[config.mk]
export PLATFORM = sky130hd
export DESIGN_NAME = sample_clk_gen
export DESIGN_NICKNAME = d
export VERILOG_FILES = /design/src/rtl/sclk_pkg.sv /design/src/rtl/sclk_edge_sync.sv /design/src/rtl/sclk_ctl_reg.sv /design/src/rtl/sclk_tick_div.sv /design/src/rtl/sample_clk_gen.sv
export SDC_FILE = /design/constraint.sdc
export NUM_CORES = 1
export LEC_CHECK = 0
export BUFFER_PORTS_ARGS = -buffer_cell sky130_fd_sc_hd__buf_4
export CAP_MARGIN = 20
export CORE_ASPECT_RATIO = 0.8
export CORE_UTILIZATION = 50
export DETAILED_ROUTE_END_ITERATION = 16
export GPL_TIMING_DRIVEN = 0
export PLACE_DENSITY = 0.74
export SLEW_MARGIN = 40
export SYNTH_ARGS = -nofsm -noshare
export SYNTH_HDL_FRONTEND = slang
export SYNTH_SLANG_ARGS = --single-unit
[constraint.sdc]
create_clock -name clk_i -period 1.5 [get_ports clk_i]
set_clock_uncertainty 0.2 [all_clocks]
set_input_delay 0.15 -clock clk_i [delete_from_list [all_inputs] [get_ports clk_i]]
set_output_delay 0.15 -clock clk_i [all_outputs]
set_load 0.01 [all_outputs]
[src/rtl/sclk_pkg.sv]
package sclk_pkg;
  localparam int DIV_W    = 12;
  localparam int NUM_SRC  = 2;
  localparam int SRC_BIT  = DIV_W;
  localparam int POST_BIT = DIV_W + 1;
  localparam int CTL_W    = DIV_W + 2;

  typedef struct packed {
    logic             post;
    logic             src;
    logic [DIV_W-1:0] div;
  } ctl_t;

  localparam ctl_t CTL_RESET = '{post: 1'b0, src: 1'b0, div: '0};
endpackage

[src/rtl/sclk_edge_sync.sv]
module sclk_edge_sync #(
  parameter int STAGES = 2
) (
  input  logic clk_i,
  input  logic rst_i,
  input  logic async_i,
  output logic rise_o
);
  logic [STAGES:0] shift_q;

  always_ff @(posedge clk_i) begin
    if (rst_i) shift_q <= '0;
    else       shift_q <= {shift_q[STAGES-1:0], async_i};
  end

  assign rise_o = shift_q[STAGES-1] & ~shift_q[STAGES];
endmodule

[src/rtl/sclk_ctl_reg.sv]
module sclk_ctl_reg
  import sclk_pkg::*;
(
  input  logic             clk_i,
  input  logic             rst_i,
  input  logic             wr_i,
  input  logic [CTL_W-1:0] wdata_i,
  output ctl_t             ctl_o
);
  always_ff @(posedge clk_i) begin
    if (rst_i) begin
      ctl_o <= CTL_RESET;
    end else if (wr_i) begin
      ctl_o.post <= wdata_i[POST_BIT];
      ctl_o.src  <= wdata_i[SRC_BIT];
      ctl_o.div  <= wdata_i[DIV_W-1:0];
    end
  end
endmodule

[src/rtl/sclk_tick_div.sv]
module sclk_tick_div #(
  parameter int W = 12
) (
  input  logic         clk_i,
  input  logic         rst_i,
  input  logic         restart_i,
  input  logic         tick_i,
  input  logic [W-1:0] div_i,
  output logic         hit_o,
  output logic [W-1:0] cnt_o
);
  logic [W-1:0] cnt_q;
  logic         at_end;

  assign at_end = (cnt_q == div_i);
  assign hit_o  = tick_i & at_end;
  assign cnt_o  = cnt_q;

  always_ff @(posedge clk_i) begin
    if (rst_i || restart_i) cnt_q <= '0;
    else if (tick_i)        cnt_q <= at_end ? '0 : cnt_q + 1'b1;
  end
endmodule

[src/rtl/sample_clk_gen.sv]
module sample_clk_gen
  import sclk_pkg::*;
#(
  parameter int SYNC_STAGES = 2
) (
  input  logic             clk_i,
  input  logic             rst_i,
  input  logic             ref_clk_i,
  input  logic             ext_clk_i,
  input  logic             ctl_wr_i,
  input  logic [CTL_W-1:0] ctl_wdata_i,
  output logic             strobe_o
);
  ctl_t               ctl_q;
  logic [NUM_SRC-1:0] src_raw;
  logic [NUM_SRC-1:0] src_rise;
  logic               sel_tick;
  logic               div_hit;
  logic [DIV_W-1:0]   div_cnt;

  assign src_raw = {ext_clk_i, ref_clk_i};

  sclk_ctl_reg u_ctl (
    .clk_i   (clk_i),
    .rst_i   (rst_i),
    .wr_i    (ctl_wr_i),
    .wdata_i (ctl_wdata_i),
    .ctl_o   (ctl_q)
  );

  for (genvar g = 0; g < NUM_SRC; g++) begin : g_src
    sclk_edge_sync #(.STAGES(SYNC_STAGES)) u_sync (
      .clk_i   (clk_i),
      .rst_i   (rst_i),
      .async_i (src_raw[g]),
      .rise_o  (src_rise[g])
    );
  end

  assign sel_tick = src_rise[ctl_q.src];

  sclk_tick_div #(.W(DIV_W)) u_div (
    .clk_i     (clk_i),
    .rst_i     (rst_i),
    .restart_i (ctl_wr_i),
    .tick_i    (sel_tick),
    .div_i     (ctl_q.div),
    .hit_o     (div_hit),
    .cnt_o     (div_cnt)
  );

  always_ff @(posedge clk_i) begin
    if (rst_i) strobe_o <= 1'b0;
    else       strobe_o <= ctl_q.post ? div_hit : sel_tick;
  end
endmodule

==> results.yml, run 1 <==
run_status:
  run_status: "finished with violations"
  violations: "negative setup slack"
worst_setup_path:
  cp_slowest_cell: "nor4_4"
  crit_path_end: "u_div.cnt_o[2]$_SDFFE_PP0P_"
  cp.depth: 6
  worstSetupPathType: "register to register"
  crit_path_end_kind: "register"
  cp_top_family: "simple AND/OR/NAND/NOR gates"
  r2r_end: "u_div.cnt_o[2]$_SDFFE_PP0P_"
  cp-start-kind: "register"
  crit_required_ns: 1.52
  regToRegSetupSlack_ns: -0.23
  setup.worst_path.start: "u_div.cnt_o[10]$_SDFFE_PP0P_"
  path_cells: "xor2_2, nor4_4, nand3_4, buf_6, nand4b_1, a21oi_2"
  max_stage_delay_ns: 0.38
  regToRegStartpoint: "u_div.cnt_o[10]$_SDFFE_PP0P_"
  cp_max_fo: 5
  reg2reg_depth: 6
  crit_buf_inv: 1
  critPathArrivalTime_ns: 1.75
sta:
  max_slew_margin_pct: 65.3
  period_needed_ns: 1.73
  clock.fmax_ghz: 0.577
  worst_slew_pin_slew_ns: 0.520
  hold_slack_ns: 0.0529
  final_hold_viol_count: 0
  fin_ws_ns: -0.232
  tns_ns: -2.50
  rsz0062_at_grt: "yes"
  setup_viol: 13
  drv_slew: 0
  timing.final.crit_share_pct: 115
synth:
  synthDistinctLibCells: 29
  synth.area.mux_share_pct: 9.63
  ys_seq_area_share_pct: 45.4
  ys.flop_type: "dfxtp_1"
  synth_compound_area_share_pct: 6.45
  synth-seq-cells: 33
  synth_top_family_by_area: "simple AND/OR/NAND/NOR gates"
  synth_area_um2: 1460
  synth_edf_count: 0
  yosysWarnings: 0
  avgSynthCellArea_um2: 9.21
  async_flop_share_pct: 0
  syn_nets: 178
  synth_xor_area_share_pct: 10.2
  synthAdderAreaFrac_pct: 0.860
  synthCells: 158
  synth_simple_gate_area_share_pct: 24.1
detailed_routing:
  drc: 0
  routed_wl_um: 3700
  drtAntennaViolNets: 0
  drt-pass1-iter-count: 4
  drt_iter0_drc: 54
  post_drt_wl_per_cell_um: 15.2
  vias: 1276
  via_per_inst: 5.25
final_layout:
  n_antenna_cell: 0
  post-route-util_pct: 74.8
  instances_no_fill: 243
  area.growth.synth_to_final_pct: 42.1
  final_nets: 224
  drive_above_1_share_pct: 33.7
  n_fill_cell: 192
  fin_area_um2: 2070
  mostFrequentLayoutCells: "buf_4 (24), nor2_1 (22), dfxtp_1 (22)"
  layout_commonest_cell: "buf_4"
placement:
  place_congestion: 0.837
  post_dp_cell_area_um2: 1650
  place_inst: 214
  portBuffers: 18
  pre_cts_ws_ns: -0.281
  hpwl_um: 2320
power_and_ir_drop:
  fin_total_pwr_mw: 1.76
  p_per_area_nw_per_um2: 852
  vdd_drop_max_uv: 630
  p_leak_nw: 0.840
cts:
  clk-insertion-delay-late_ns: 0.33
  clkSinkCount: 33
  numCtsBuffers: 5
  cts-htree-levels: 2
  root_buffer: "clkbuf_4"
  cts_max_path_buffers: 2
  cts_tree: "done"
  path_clk_slew_ns: 0.10
global_routing:
  grtUsageTotal_pct: 26.9
  antenna_found_initial: 0
  grt_overflow: 0
  grt_pass1_vias: 1309
  grt_pass1_wl_um: 6310
  grt_max_degree: 11
hold_path:
  hold_class: "input port to register"
floorplanning:
  io_pins: 20
  fp.dieH_um: 50.3
  initial_core_util_pct: 52.6
  rows: 17
  coreArea_um2: 2770
  die_w_um: 62.3
  dieArea_um2: 3130
flow_run:
  max_cap_violations: 0
-- synth_stat cells, types with 3 or more instances --
| cell type | n | area [um2] |
|---|---|---|
| nor2b_1 | 5 | 31.3 |
| a21oi_1 | 3 | 15.0 |
| mux2i_1 | 14 | 140 |
| a31oi_1 | 5 | 31.3 |
| nor2_1 | 22 | 82.6 |
| nor3_1 | 7 | 35.0 |
| xnor2_1 | 4 | 35.0 |
| nand3_1 | 11 | 55.1 |
| buf_2 | 3 | 15.0 |
| xor2_1 | 13 | 114 |
| nand2_1 | 15 | 56.3 |
| clkbuf_1 | 5 | 18.8 |
| dfxtp_1 | 33 | 661 |
| nor4_2 | 3 | 37.5 |
-- flip-flops by register name, indices dropped and copies added, names as in the netlist --
signal	cells
u_ctl.ctl_o	14
u_div.cnt_o	12
strobe_o	1
g_src.u_sync.shift_q	6
-- power breakdown --
part / internal (mW) / switching (mW)
Combinational: 0.145 / 0.121
Sequential: 0.899 / 0.0250
Clock: 0.272 / 0.299
-- area by class of cell --
cell class | count | area (um2) | share of cell area [%]
multi-input cells | 115 | 870 | 42.0
inverters | 1 | 3.75 | 0.181
well taps | 38 | 47.5 | 2.30
flip-flops and latches | 33 | 684 | 33.1
clock inverters | 1 | 5.00 | 0.242
clock buffers | 7 | 65.1 | 3.15
repair buffers | 41 | 354 | 17.1
plain buffers | 7 | 38.8 | 1.88
-- routing by layer --
| layer | share of wire, % | up-vias | track usage, % |
|---|---|---|---|
| met3 | 4.4 | 7 | 6.14 |
| met5 | 0 | - | 0 |
| met4 | 2.1 | 0 | 12.8 |
| li1 | - | 626 | - |
| met2 | 50 | 35 | 46.3 |
| met1 | 44 | 608 | 32.1 |
-- kinds of logic (layout without fill, tap and decap cells) --
logic type / Yosys count / in the layout
AOI/OAI and AO/OA: 13 / 13
xor gates and xnor gates: 17 / 17
muxes: 14 / 14
DFF: 33 / 33
buffers and inverters: 10 / 57
adders and majority gates: 1 / 1
and+or+nand+nor: 70 / 70
-- timing repair --
item / in CTS / in global routing
buffers inserted: 4 / 1
gates resized for setup: 24 / 12
pin swaps: 12 / 6
hold buffers: 17 / 0
cloned: 1 / 0
hold endpoints to repair: 17 / 0
setup endpoints to repair: 13 / 13
-- worst min path at each step --
stage	start	to	slack [ns]	depth (start not counted)
global route	ctl_wr_i	u_ctl.ctl_o[3]$_SDFFE_PP0P_	0.06	3
global placement	rst_i	g_src[1].u_sync.shift_q[2]$_SDFF_PP0_	0.13	2
floorplan	rst_i	g_src[1].u_sync.shift_q[2]$_SDFF_PP0_	0.02	1
CTS	ctl_wr_i	u_ctl.ctl_o[3]$_SDFFE_PP0P_	0.05	3
finish	ctl_wr_i	u_ctl.ctl_o[3]$_SDFFE_PP0P_	0.05	3
detailed placement	rst_i	g_src[1].u_sync.shift_q[2]$_SDFF_PP0_	0.13	2
-- worst reg2reg max path: stages, from the launching register on --
cell      delay, ns
dfxtp_4        0.37
xor2_2         0.19
nor4_4         0.38
nand3_4        0.16
buf_6          0.17
nand4b_1       0.10
a21oi_2        0.06
No activity file was read; power rests on OpenSTA's default activity.
==> run 2, diff against run 1 <==
- CORE_MARGIN: default -> 5
==> results.yml, run 2 (same netlist as run 1, synthesis figures left out) <==
run_status:
  run_status: "finished with violations"
  violations: "negative setup slack"
floorplanning:
  fp.dieH_um: 58.3
  die_w_um: 70.3
  dieArea_um2: 4100
  io_pins: 20
  rows: 17
  initial_core_util_pct: 52.6
  coreArea_um2: 2770
detailed_routing:
  drtAntennaViolNets: 0
  routed_wl_um: 3660
  drt-pass1-iter-count: 5
  post_drt_wl_per_cell_um: 15.1
  drc: 0
  drt_iter0_drc: 110
  via_per_inst: 5.28
  vias: 1284
cts:
  path_clk_slew_ns: 0.10
  cts_max_path_buffers: 2
  cts-htree-levels: 2
  root_buffer: "clkbuf_4"
  clkSinkCount: 33
  cts_tree: "done"
  clk-insertion-delay-late_ns: 0.33
  numCtsBuffers: 5
hold_path:
  hold_class: "input port to register"
  min_path_cells: 3
worst_setup_path:
  worstSetupPathType: "register to register"
  crit_path_end_kind: "register"
  reg2reg_depth: 6
  cp-start-kind: "register"
  crit_required_ns: 1.51
  cp_max_fo: 6
  critPathArrivalTime_ns: 1.83
global_routing:
  grtUsageTotal_pct: 18.8
  antenna_found_initial: 0
  grt_pass1_vias: 1294
  grt_overflow: 0
  grt_pass1_wl_um: 6000
  grt_max_degree: 11
sta:
  max_slew_margin_pct: 67.9
  period_needed_ns: 1.82
  timing.final.crit_share_pct: 121
  fin_ws_ns: -0.322
  final_hold_viol_count: 0
  worst_slew_pin_slew_ns: 0.481
  clock.fmax_ghz: 0.549
  drv_slew: 0
  rsz0062_at_grt: "yes"
  setup_viol: 13
  tns_ns: -3.83
final_layout:
  fin_area_um2: 2000
  regMostFlops: "u_ctl.ctl_o"
  drive_above_1_share_pct: 28.8
  post-route-util_pct: 72.3
  layout_commonest_cell: "dfxtp_1"
  mostFrequentLayoutCells: "dfxtp_1 (25), buf_4 (24), nor2_1 (22)"
  largest_register_ffs: 14
  instances_no_fill: 243
  area.growth.synth_to_final_pct: 37.3
  n_fill_cell: 201
  final_nets: 225
  n_antenna_cell: 0
placement:
  place_inst: 214
  hpwl_um: 2280
  portBuffers: 18
  post_dp_cell_area_um2: 1650
  place_congestion: 0.906
power_and_ir_drop:
  fin_total_pwr_mw: 1.68
  p_per_area_nw_per_um2: 838
  p_leak_nw: 0.828
  vdd_drop_max_uv: 525
flow_run:
  max_cap_violations: 0
## run 2: power breakdown
group / switching [mW] / leakage [nW] / total, mW / internal [mW]
clock network: 0.274 / 0.0314 / 0.496 / 0.221
registers: 0.0212 / 0.274 / 0.924 / 0.903
logic: 0.114 / 0.523 / 0.256 / 0.141
total: 0.410 / 0.828 / 1.68 / 1.27
## run 2: layout make-up
class	count	area, um2	area share, %
repair buffers	42	365	18.3
inverters	1	3.75	0.188
flip-flops and latches	33	676	33.8
clock buffers	7	55.1	2.76
multi-input cells	115	812	40.6
well taps	38	47.5	2.38
plain buffers	7	38.8	1.94
## run 2: stage by stage
stage	hold slack (ns)	setup slack, ns
floorplan	0.0216	-0.0738
global placement	0.133	-0.225
detailed placement	0.147	-0.264
CTS	0.0556	-0.240
global route	0.110	-0.348
finish	0.0850	-0.322
## run 2: path summary, 6_finish.rpt
kind / slack [ns] / from / to
max reg2reg: -0.32 / u_div.cnt_o[7]$_SDFFE_PP0P_ / u_div.cnt_o[7]$_SDFFE_PP0P_
min: 0.09 / ctl_wr_i / u_ctl.ctl_o[0]$_SDFFE_PP0P_
max: -0.32 / u_div.cnt_o[7]$_SDFFE_PP0P_ / u_div.cnt_o[7]$_SDFFE_PP0P_
min reg2reg: 0.25 / g_src[1].u_sync.shift_q[0]$_SDFF_PP0_ / g_src[1].u_sync.shift_q[1]$_SDFF_PP0_
## run 2: repair_timing
action	4_1_cts	5_1_grt
hold endpoints to repair	17	0
resized for setup	16	6
endpoints found under the setup margin	13	13
buffers inserted	2	4
pin swaps	6	7
gates cloned	1	0
hold buffers	17	0
## run 2: critical path, stage by stage, from the launching register on
cell and delay [ns]:
dfxtp_2 0.38, xor2_1 0.17, nor4_2 0.39, nand3_2 0.23, buf_6 0.20, nand3_1 0.08
a31oi_1 0.07
## run 2: metal layers
layer | vias up | global-route usage, % | wire, um
li1 | 630 | - | -
met1 | 611 | 22.0 | 1570
met2 | 37 | 32.7 | 1870
met3 | 6 | 5.03 | 169
met4 | 0 | 7.92 | 50
met5 | - | 0 | 0
